### src/rtl/cbt_pkg.sv
package cbt_pkg;

  typedef enum logic [1:0] {
    SEG_SYNC = 2'd0,
    SEG_PH1  = 2'd1,
    SEG_PH2  = 2'd2
  } seg_e;

  function automatic logic vote3(input logic a, input logic b, input logic c);
    return (a & b) | (a & c) | (b & c);
  endfunction

endpackage

### src/rtl/cbt_cfg_regs.sv
module cbt_cfg_regs #(
  parameter int BRP_W = 6,
  parameter int SJW_W = 2,
  parameter int T1_W  = 4,
  parameter int T2_W  = 3
) (
  input  logic             clk,
  input  logic             rst_n,
  input  logic             cfg_en,
  input  logic [BRP_W-1:0] brp_in,
  input  logic             div2_in,
  input  logic [SJW_W-1:0] sjw_in,
  input  logic [T1_W-1:0]  t1_in,
  input  logic [T2_W-1:0]  t2_in,
  input  logic             tri_in,
  output logic [BRP_W-1:0] brp_q,
  output logic             div2_q,
  output logic [SJW_W-1:0] sjw_q,
  output logic [T1_W-1:0]  t1_q,
  output logic [T2_W-1:0]  t2_q,
  output logic             tri_q
);

  always_ff @(posedge clk or negedge rst_n) begin
    if (!rst_n) begin
      brp_q  <= '0;
      div2_q <= 1'b0;
      sjw_q  <= '0;
      t1_q   <= '0;
      t2_q   <= '0;
      tri_q  <= 1'b0;
    end else if (cfg_en) begin
      brp_q  <= brp_in;
      div2_q <= div2_in;
      sjw_q  <= sjw_in;
      t1_q   <= t1_in;
      t2_q   <= t2_in;
      tri_q  <= tri_in;
    end
  end

  assert_cfg_frozen_R9: assert property (@(posedge clk) disable iff (!rst_n)
    !cfg_en |=> $stable({brp_q, div2_q, sjw_q, t1_q, t2_q, tri_q}));

endmodule

### src/rtl/cbt_prescaler.sv
module cbt_prescaler #(
  parameter int BRP_W      = 6,
  parameter bit USE_PREDIV = 1'b1
) (
  input  logic             clk,
  input  logic             rst_n,
  input  logic             hold,
  input  logic [BRP_W-1:0] brp_code,
  input  logic             div2_en,
  output logic             tq_pulse
);

  localparam int CW = BRP_W + 1;

  logic          pre_en;
  logic [CW-1:0] lim;
  logic [CW-1:0] cnt_q;

  generate
    if (USE_PREDIV) begin : g_prediv
      logic tog_q;
      always_ff @(posedge clk or negedge rst_n) begin
        if (!rst_n)    tog_q <= 1'b0;
        else if (hold) tog_q <= 1'b0;
        else           tog_q <= ~tog_q;
      end
      assign pre_en = div2_en ? tog_q : 1'b1;
    end else begin : g_noprediv
      assign pre_en = 1'b1;
    end
  endgenerate

  assign lim = {brp_code, 1'b1};

  always_ff @(posedge clk or negedge rst_n) begin
    if (!rst_n) begin
      cnt_q    <= '0;
      tq_pulse <= 1'b0;
    end else if (hold) begin
      cnt_q    <= '0;
      tq_pulse <= 1'b0;
    end else if (pre_en && cnt_q == lim) begin
      cnt_q    <= '0;
      tq_pulse <= 1'b1;
    end else begin
      if (pre_en) cnt_q <= cnt_q + CW'(1);
      tq_pulse <= 1'b0;
    end
  end

  assert_tq_gap_R1: assert property (@(posedge clk) disable iff (!rst_n)
    tq_pulse |=> !tq_pulse);

endmodule

### src/rtl/cbt_sampler.sv
module cbt_sampler
  import cbt_pkg::*;
(
  input  logic clk,
  input  logic rst_n,
  input  logic hold,
  input  logic tick,
  input  logic rx_in,
  input  logic capture,
  input  logic triple_en,
  output logic last_rx,
  output logic rx_bit
);

  logic h1_q, h0_q;

  always_ff @(posedge clk or negedge rst_n) begin
    if (!rst_n) begin
      h1_q <= 1'b1;
      h0_q <= 1'b1;
    end else if (hold) begin
      h1_q <= 1'b1;
      h0_q <= 1'b1;
    end else if (tick) begin
      h1_q <= rx_in;
      h0_q <= h1_q;
    end
  end

  always_ff @(posedge clk or negedge rst_n) begin
    if (!rst_n)
      rx_bit <= 1'b1;
    else if (!hold && tick && capture)
      rx_bit <= triple_en ? vote3(rx_in, h1_q, h0_q) : rx_in;
  end

  assign last_rx = h1_q;

  assert_bit_steady_R4: assert property (@(posedge clk) disable iff (!rst_n)
    !capture |=> $stable(rx_bit));

endmodule

### src/rtl/cbt_phase_fsm.sv
module cbt_phase_fsm
  import cbt_pkg::*;
#(
  parameter int SJW_W = 2,
  parameter int T1_W  = 4,
  parameter int T2_W  = 3
) (
  input  logic             clk,
  input  logic             rst_n,
  input  logic             hold,
  input  logic             tick,
  input  logic             rx_in,
  input  logic             last_rx,
  input  logic             hard_sync_en,
  input  logic [SJW_W-1:0] sjw_code,
  input  logic [T1_W-1:0]  t1_code,
  input  logic [T2_W-1:0]  t2_code,
  output logic             capture,
  output logic             sample_stb,
  output logic             tx_stb
);

  localparam int T1_MAX  = 1 << T1_W;
  localparam int SJW_MAX = 1 << SJW_W;
  localparam int W       = $clog2(T1_MAX + SJW_MAX + 1);

  seg_e         seg_q, seg_d;
  logic [W-1:0] cnt_q, cnt_d;
  logic [W-1:0] ext_q, ext_d;
  logic [W-1:0] cut_q, cut_d;
  logic         done_q, done_d;
  logic         smp_d, tx_d;

  logic [W-1:0] t1_nom, t2_nom, sjw;
  logic [W-1:0] p1_len, p2_len, p1_eff, p2_eff;
  logic [W-1:0] ph_err, rem2, add;
  logic         fall, restart;

  assign t1_nom = W'(t1_code) + W'(1);
  assign t2_nom = W'(t2_code) + W'(1);
  assign sjw    = W'(sjw_code) + W'(1);
  assign p1_len = t1_nom + ext_q;
  assign p2_len = t2_nom - cut_q;
  assign ph_err = cnt_q + W'(1);
  assign rem2   = p2_len - cnt_q;
  assign fall   = last_rx & ~rx_in;

  always_comb begin
    seg_d   = seg_q;
    cnt_d   = cnt_q;
    ext_d   = ext_q;
    cut_d   = cut_q;
    done_d  = done_q;
    smp_d   = 1'b0;
    tx_d    = 1'b0;
    capture = 1'b0;
    restart = 1'b0;
    add     = '0;
    p1_eff  = p1_len;
    p2_eff  = p2_len;
    if (tick) begin
      if (fall && hard_sync_en) begin
        restart = 1'b1;
      end else if (fall && !done_q) begin
        if (seg_q == SEG_PH1) begin
          add    = (ph_err < sjw) ? ph_err : sjw;
          ext_d  = ext_q + add;
          p1_eff = p1_len + add;
          done_d = 1'b1;
        end else if (seg_q == SEG_PH2) begin
          done_d = 1'b1;
          if (rem2 <= sjw) begin
            restart = 1'b1;
          end else begin
            cut_d  = cut_q + sjw;
            p2_eff = p2_len - sjw;
          end
        end
      end
      if (restart) begin
        seg_d  = SEG_PH1;
        cnt_d  = '0;
        ext_d  = '0;
        cut_d  = '0;
        done_d = 1'b0;
        tx_d   = 1'b1;
      end else begin
        case (seg_q)
          SEG_SYNC: begin
            seg_d = SEG_PH1;
            cnt_d = '0;
          end
          SEG_PH1: begin
            if (ph_err == p1_eff) begin
              capture = 1'b1;
              smp_d   = 1'b1;
              seg_d   = SEG_PH2;
              cnt_d   = '0;
            end else begin
              cnt_d = ph_err;
            end
          end
          SEG_PH2: begin
            if (ph_err == p2_eff) begin
              seg_d  = SEG_SYNC;
              cnt_d  = '0;
              ext_d  = '0;
              cut_d  = '0;
              done_d = 1'b0;
              tx_d   = 1'b1;
            end else begin
              cnt_d = ph_err;
            end
          end
          default: begin
            seg_d = SEG_SYNC;
            cnt_d = '0;
          end
        endcase
      end
    end
  end

  always_ff @(posedge clk or negedge rst_n) begin
    if (!rst_n) begin
      seg_q      <= SEG_SYNC;
      cnt_q      <= '0;
      ext_q      <= '0;
      cut_q      <= '0;
      done_q     <= 1'b0;
      sample_stb <= 1'b0;
      tx_stb     <= 1'b0;
    end else if (hold) begin
      seg_q      <= SEG_SYNC;
      cnt_q      <= '0;
      ext_q      <= '0;
      cut_q      <= '0;
      done_q     <= 1'b0;
      sample_stb <= 1'b0;
      tx_stb     <= 1'b0;
    end else begin
      seg_q      <= seg_d;
      cnt_q      <= cnt_d;
      ext_q      <= ext_d;
      cut_q      <= cut_d;
      done_q     <= done_d;
      sample_stb <= smp_d;
      tx_stb     <= tx_d;
    end
  end

  assert_strobe_excl_R3: assert property (@(posedge clk) disable iff (!rst_n)
    !(sample_stb && tx_stb));

  assert_ph1_count_R3: assert property (@(posedge clk) disable iff (!rst_n)
    (seg_q == SEG_PH1) |-> (cnt_q < p1_len));

  assert_stretch_bound_R6: assert property (@(posedge clk) disable iff (!rst_n)
    ext_q <= sjw);

  assert_single_resync_R6: assert property (@(posedge clk) disable iff (!rst_n)
    (ext_q != '0 || cut_q != '0) |-> done_q);

  assert_idle_in_cfg_R9: assert property (@(posedge clk) disable iff (!rst_n)
    hold |=> (!sample_stb && !tx_stb));

endmodule

### src/rtl/can_bit_timer.sv
module can_bit_timer #(
  parameter int BRP_W      = 6,
  parameter int SJW_W      = 2,
  parameter int T1_W       = 4,
  parameter int T2_W       = 3,
  parameter bit USE_PREDIV = 1'b1
) (
  input  logic             clk,
  input  logic             rst_n,
  input  logic             cfg_en,
  input  logic [BRP_W-1:0] brp_code,
  input  logic             div2_en,
  input  logic [SJW_W-1:0] sjw_code,
  input  logic [T1_W-1:0]  tseg1_code,
  input  logic [T2_W-1:0]  tseg2_code,
  input  logic             triple_en,
  input  logic             hard_sync_en,
  input  logic             rx_in,
  output logic             tq_stb,
  output logic             sample_stb,
  output logic             tx_stb,
  output logic             rx_bit
);

  logic [BRP_W-1:0] brp_q;
  logic             div2_q;
  logic [SJW_W-1:0] sjw_q;
  logic [T1_W-1:0]  t1_q;
  logic [T2_W-1:0]  t2_q;
  logic             tri_q;
  logic             tq_pulse;
  logic             last_rx;
  logic             capture;

  cbt_cfg_regs #(
    .BRP_W(BRP_W), .SJW_W(SJW_W), .T1_W(T1_W), .T2_W(T2_W)
  ) u_cfg (
    .clk(clk), .rst_n(rst_n), .cfg_en(cfg_en),
    .brp_in(brp_code), .div2_in(div2_en), .sjw_in(sjw_code),
    .t1_in(tseg1_code), .t2_in(tseg2_code), .tri_in(triple_en),
    .brp_q(brp_q), .div2_q(div2_q), .sjw_q(sjw_q),
    .t1_q(t1_q), .t2_q(t2_q), .tri_q(tri_q)
  );

  cbt_prescaler #(
    .BRP_W(BRP_W), .USE_PREDIV(USE_PREDIV)
  ) u_pre (
    .clk(clk), .rst_n(rst_n), .hold(cfg_en),
    .brp_code(brp_q), .div2_en(div2_q), .tq_pulse(tq_pulse)
  );

  cbt_phase_fsm #(
    .SJW_W(SJW_W), .T1_W(T1_W), .T2_W(T2_W)
  ) u_fsm (
    .clk(clk), .rst_n(rst_n), .hold(cfg_en), .tick(tq_pulse),
    .rx_in(rx_in), .last_rx(last_rx), .hard_sync_en(hard_sync_en),
    .sjw_code(sjw_q), .t1_code(t1_q), .t2_code(t2_q),
    .capture(capture), .sample_stb(sample_stb), .tx_stb(tx_stb)
  );

  cbt_sampler u_smp (
    .clk(clk), .rst_n(rst_n), .hold(cfg_en), .tick(tq_pulse),
    .rx_in(rx_in), .capture(capture), .triple_en(tri_q),
    .last_rx(last_rx), .rx_bit(rx_bit)
  );

  assign tq_stb = tq_pulse;

endmodule

### config.mk
export PLATFORM = sky130hd
export DESIGN_NAME = can_bit_timer
export DESIGN_NICKNAME = d
export VERILOG_FILES = /design/src/rtl/cbt_pkg.sv /design/src/rtl/cbt_cfg_regs.sv /design/src/rtl/cbt_prescaler.sv /design/src/rtl/cbt_sampler.sv /design/src/rtl/cbt_phase_fsm.sv /design/src/rtl/can_bit_timer.sv
export SDC_FILE = /design/constraint.sdc
export NUM_CORES = 1
export LEC_CHECK = 0
export BUFFER_PORTS_ARGS = -buffer_cell sky130_fd_sc_hd__buf_2
export CORE_ASPECT_RATIO = 1.4
export CORE_MARGIN = 2
export CORE_UTILIZATION = 45
export DETAILED_ROUTE_END_ITERATION = 10
export SLEW_MARGIN = 25
export SYNTH_ARGS = -nofsm -noshare
export SYNTH_HDL_FRONTEND = slang
export SYNTH_SLANG_ARGS = --single-unit
### constraint.sdc
create_clock -name clk -period 9.2 [get_ports clk]
set_input_delay 1.84 -clock clk [delete_from_list [all_inputs] [get_ports clk]]
set_output_delay 1.84 -clock clk [all_outputs]
set_load 0.01 [all_outputs]
==> run_results.csv <==
group,metric,value,unit
pwr,p_int,403,uW
place,hpwl,6.30,mm
worst_setup_path,crit_path_end_kind,"flip-flop",
flow_run,maxCapViolations,0,
drt,drc,0,
worst_setup_path,crit_path_top_delay_cell,"nor3b_1",
worst_setup_path,r2r_setup_slack,4.14,ns
pwr,swShare,32.6,%
sta,finalCritPeriodShare,55.0,%
worst_setup_path,crit_chain,"ha_1, fa_1, fa_1, ha_1, nor2b_1, o21ai_1, a32oi_1, nor3b_1, a21oi_4, mux2i_1, or3_1, o31ai_4, nand2_2, a32o_1",
synthesis,ys.flop_type,"dfrtp_1",
floorplan,die_h,113,um
cts,hold_buffers,0,
floorplan,die_w,81.5,um
min_path,holdPathEnd,"u_pre.g_prediv.tog_q",
cts,cts_sinks,49,
sta,setup_violations,0,
pwr,pwr-share-clk,31.5,%
cts,clock_path_buffers,2,
floorplan,die_area,0.00917,mm^2
place,gp_congestion,0.793,
cells_and_area,final_layout_size_suffix_gt1_share,15.2,%
worst_setup_path,required,9.39,ns
synthesis,syn-cell-area,0.00378,mm^2
synthesis,synth_edf_count,0,
floorplan,ios,26,
pwr,peakVddDrop,0.0909,mV
drt,ant_nets,0,
cts,post_cts_buffers,0,
cts,htree_num_levels,2,
worst_setup_path,r2r_start,"u_cfg.t2_q[0]",
sta,fmax,0.198,GHz
global_route,grt_use_total,19.7,%
sta,hold_viol,0,
global_route,first_global_vias,2921,
min_path,hp-start,"u_pre.g_prediv.tog_q",
worst_setup_path,path_delay_family,"adder cells",
global_route,grt_first_pass_wirelength,13.8,mm
floorplan,num_rows,39,
synthesis,yosys_warnings,0,
pwr,power_leakage,0.00193,uW
sta,max_slew_margin,40.4,%
cells_and_area,regArea,0.00123,mm^2
floorplan,initial_core_util,46.4,%
sta,fin_worst_skew,0.00347,ns
sta,tightest_slew,0.892,ns
cells_and_area,num_antenna_cells,0,
sta,setup_tns,0,ns
cells_and_area,final_nets,487,
worst_setup_path,arrival,5.24,ns
cts,cts_tree,"built",
global_route,grt_overflow_total,0,
min_path,holdPathStages,1,
worst_setup_path,reg2reg_depth,14,
worst_setup_path,crit_path_max_incr_delay,0.75,ns
floorplan,core-area,0.00815,mm^2
pwr,p_seq_share,38.8,%
drt,routed_wl,8.07,mm
sta,min_period,5.06,ns
cells_and_area,multi_input_area,0.00240,mm^2
cts,root_buffer,"clkbuf_16",
global_route,antenna_found_initial,0,
cts,worstSkewPairLatency,0.29,ns
worst_setup_path,critPathLaunch,"u_cfg.t2_q[0]",
cells_and_area,area_growth,10.6,%
drt,num_vias,2909,
drt,first_pass_iters,5,
pwr,power_density,143,mW/mm^2
worst_setup_path,rr_endpoint,"u_fsm.ext_q[2]",
cts,numCtsBuffers,5,
drt,via_per_inst,5.56,
cells_and_area,fin_util,51.4,%
drt,drt_iter0_drc,139,
min_path,min_path_type,"reg2reg",
synthesis,async_flop_share,100,%
synthesis,syn_area_per_cell,9.68,um^2
synthesis,ys_types,61,
worst_setup_path,cp-start-kind,"flip-flop",
worst_setup_path,path_max_fanout,8,
synthesis,synth-seq-cells,49,
synthesis,ys_seq_area_share,32.5,%
pwr,combPwrFrac,29.7,%
sta,finalMaxSlewViolations,0,
sta,rsz0062_at_grt,"no",
pwr,p_sw,195,uW
worst_setup_path,crit_type,"reg2reg",
cts,cts_resized,0,
cts,clkTransAtPathRegs,0.07,ns
global_route,grt_max_degree,50,
synthesis,synthCells,391,
cells_and_area,fill_cells,752,
status,status,"completed",
drt,wl_per_cell,15.4,um
worst_setup_path,cp.buffers_inverters,0,
place,io_buffer_count,25,
[registers in the layout, summed over array words and instances, names as in the netlist, 2 cells and up]
signal       count
u_pre.cnt_q      7
u_cfg.brp_q      6
u_fsm.cnt_q      5
u_fsm.cut_q      5
u_fsm.ext_q      5
u_cfg.t1_q       4
u_cfg.t2_q       3
u_cfg.sjw_q      2
u_fsm.seg_q      2
[cell usage after synthesis (8+ instances only)]
library cell | count | share of area, %
nand2b_1 | 9 | 1.5
xor2_1 | 16 | 3.7
mux2_2 | 15 | 4.5
inv_1 | 32 | 3.2
dfrtp_1 | 46 | 30
xnor2_1 | 21 | 4.9
a21oi_1 | 28 | 3.7
ha_1 | 38 | 13
nor2b_1 | 11 | 1.8
nand3_1 | 8 | 1.1
nor2_1 | 22 | 2.2
nand2_1 | 20 | 2.0
o21ai_0 | 12 | 1.6
a21o_1 | 13 | 2.6
[worst max-delay path by stage]
stage | to | slack [ns] | cells after the start
floorplan | u_fsm.ext_q[3] | 4.65 | 14
global placement | u_fsm.ext_q[2] | 4.26 | 14
detailed placement | u_fsm.ext_q[3] | 4.18 | 14
CTS | u_fsm.ext_q[3] | 4.16 | 14
global route | u_fsm.ext_q[2] | 3.88 | 14
finish | u_fsm.ext_q[2] | 4.14 | 14
[metrics by stage]
step / hold slack [ns] / instances / total power [uW] / cell area, um^2 / setup slack [ns]
after floorplan: 0.396 / 392 / 372 / 3790 / 4.65
after global placement: 0.410 / 515 / 410 / 4040 / 4.26
after detailed placement: 0.416 / 515 / 413 / 4040 / 4.18
after CTS: 0.429 / 523 / 607 / 4190 / 4.16
after global routing: 0.466 / 523 / 640 / 4190 / 3.88
final: 0.427 / 523 / 598 / 4190 / 4.14
[cell type report]
cell class	count	share of cell area, %
Tap cell	102	3.05
Clock buffer	5	2.99
Timing Repair Buffer	28	3.53
Sequential cell	49	29.4
Multi-Input combinational cell	302	57.4
Inverter	34	3.05
Clock inverter	3	0.598
[metal layers]
layer	share of wire, %	up-vias	track usage, %	wire [um]
met1	41	1408	22.5	3270
met4	2.4	0	7.46	195
met3	2.6	15	2.89	210
met2	54	47	35.8	4390
met5	0	-	0	0
li1	-	1439	-	-
[power by group through the flow]
stage,sequential (uW),clock [uW],combinational [uW]
floorplan,234,0,137
global placement,236,0,174
detailed placement,236,0,177
CTS,232,196,179
global route,234,207,200
finish,232,188,178
[kinds of logic after synthesis]
| group | synth area share (%) |
|---|---|
| AOI/OAI and AO/OA | 18.6 |
| xor gates and xnor gates | 9.72 |
| adders and majority gates | 16.3 |
| buffers and inverters | 4.10 |
| DFF | 32.5 |
| muxes | 5.82 |
| other | 0.0991 |
| and+or+nand+nor | 12.9 |
[cell usage in the layout, fill, tap and decap left out, drive strengths merged, types with 13 or more instances in the layout]
master  instances
a21oi          30
xor2           16
nor2           22
xnor2          23
ha             38
inv            35
o21ai          16
nand2          21
mux2           16
dfrtp          46
a21o           13
buf            28
Note: power is estimated with default switching activity, not from simulation.
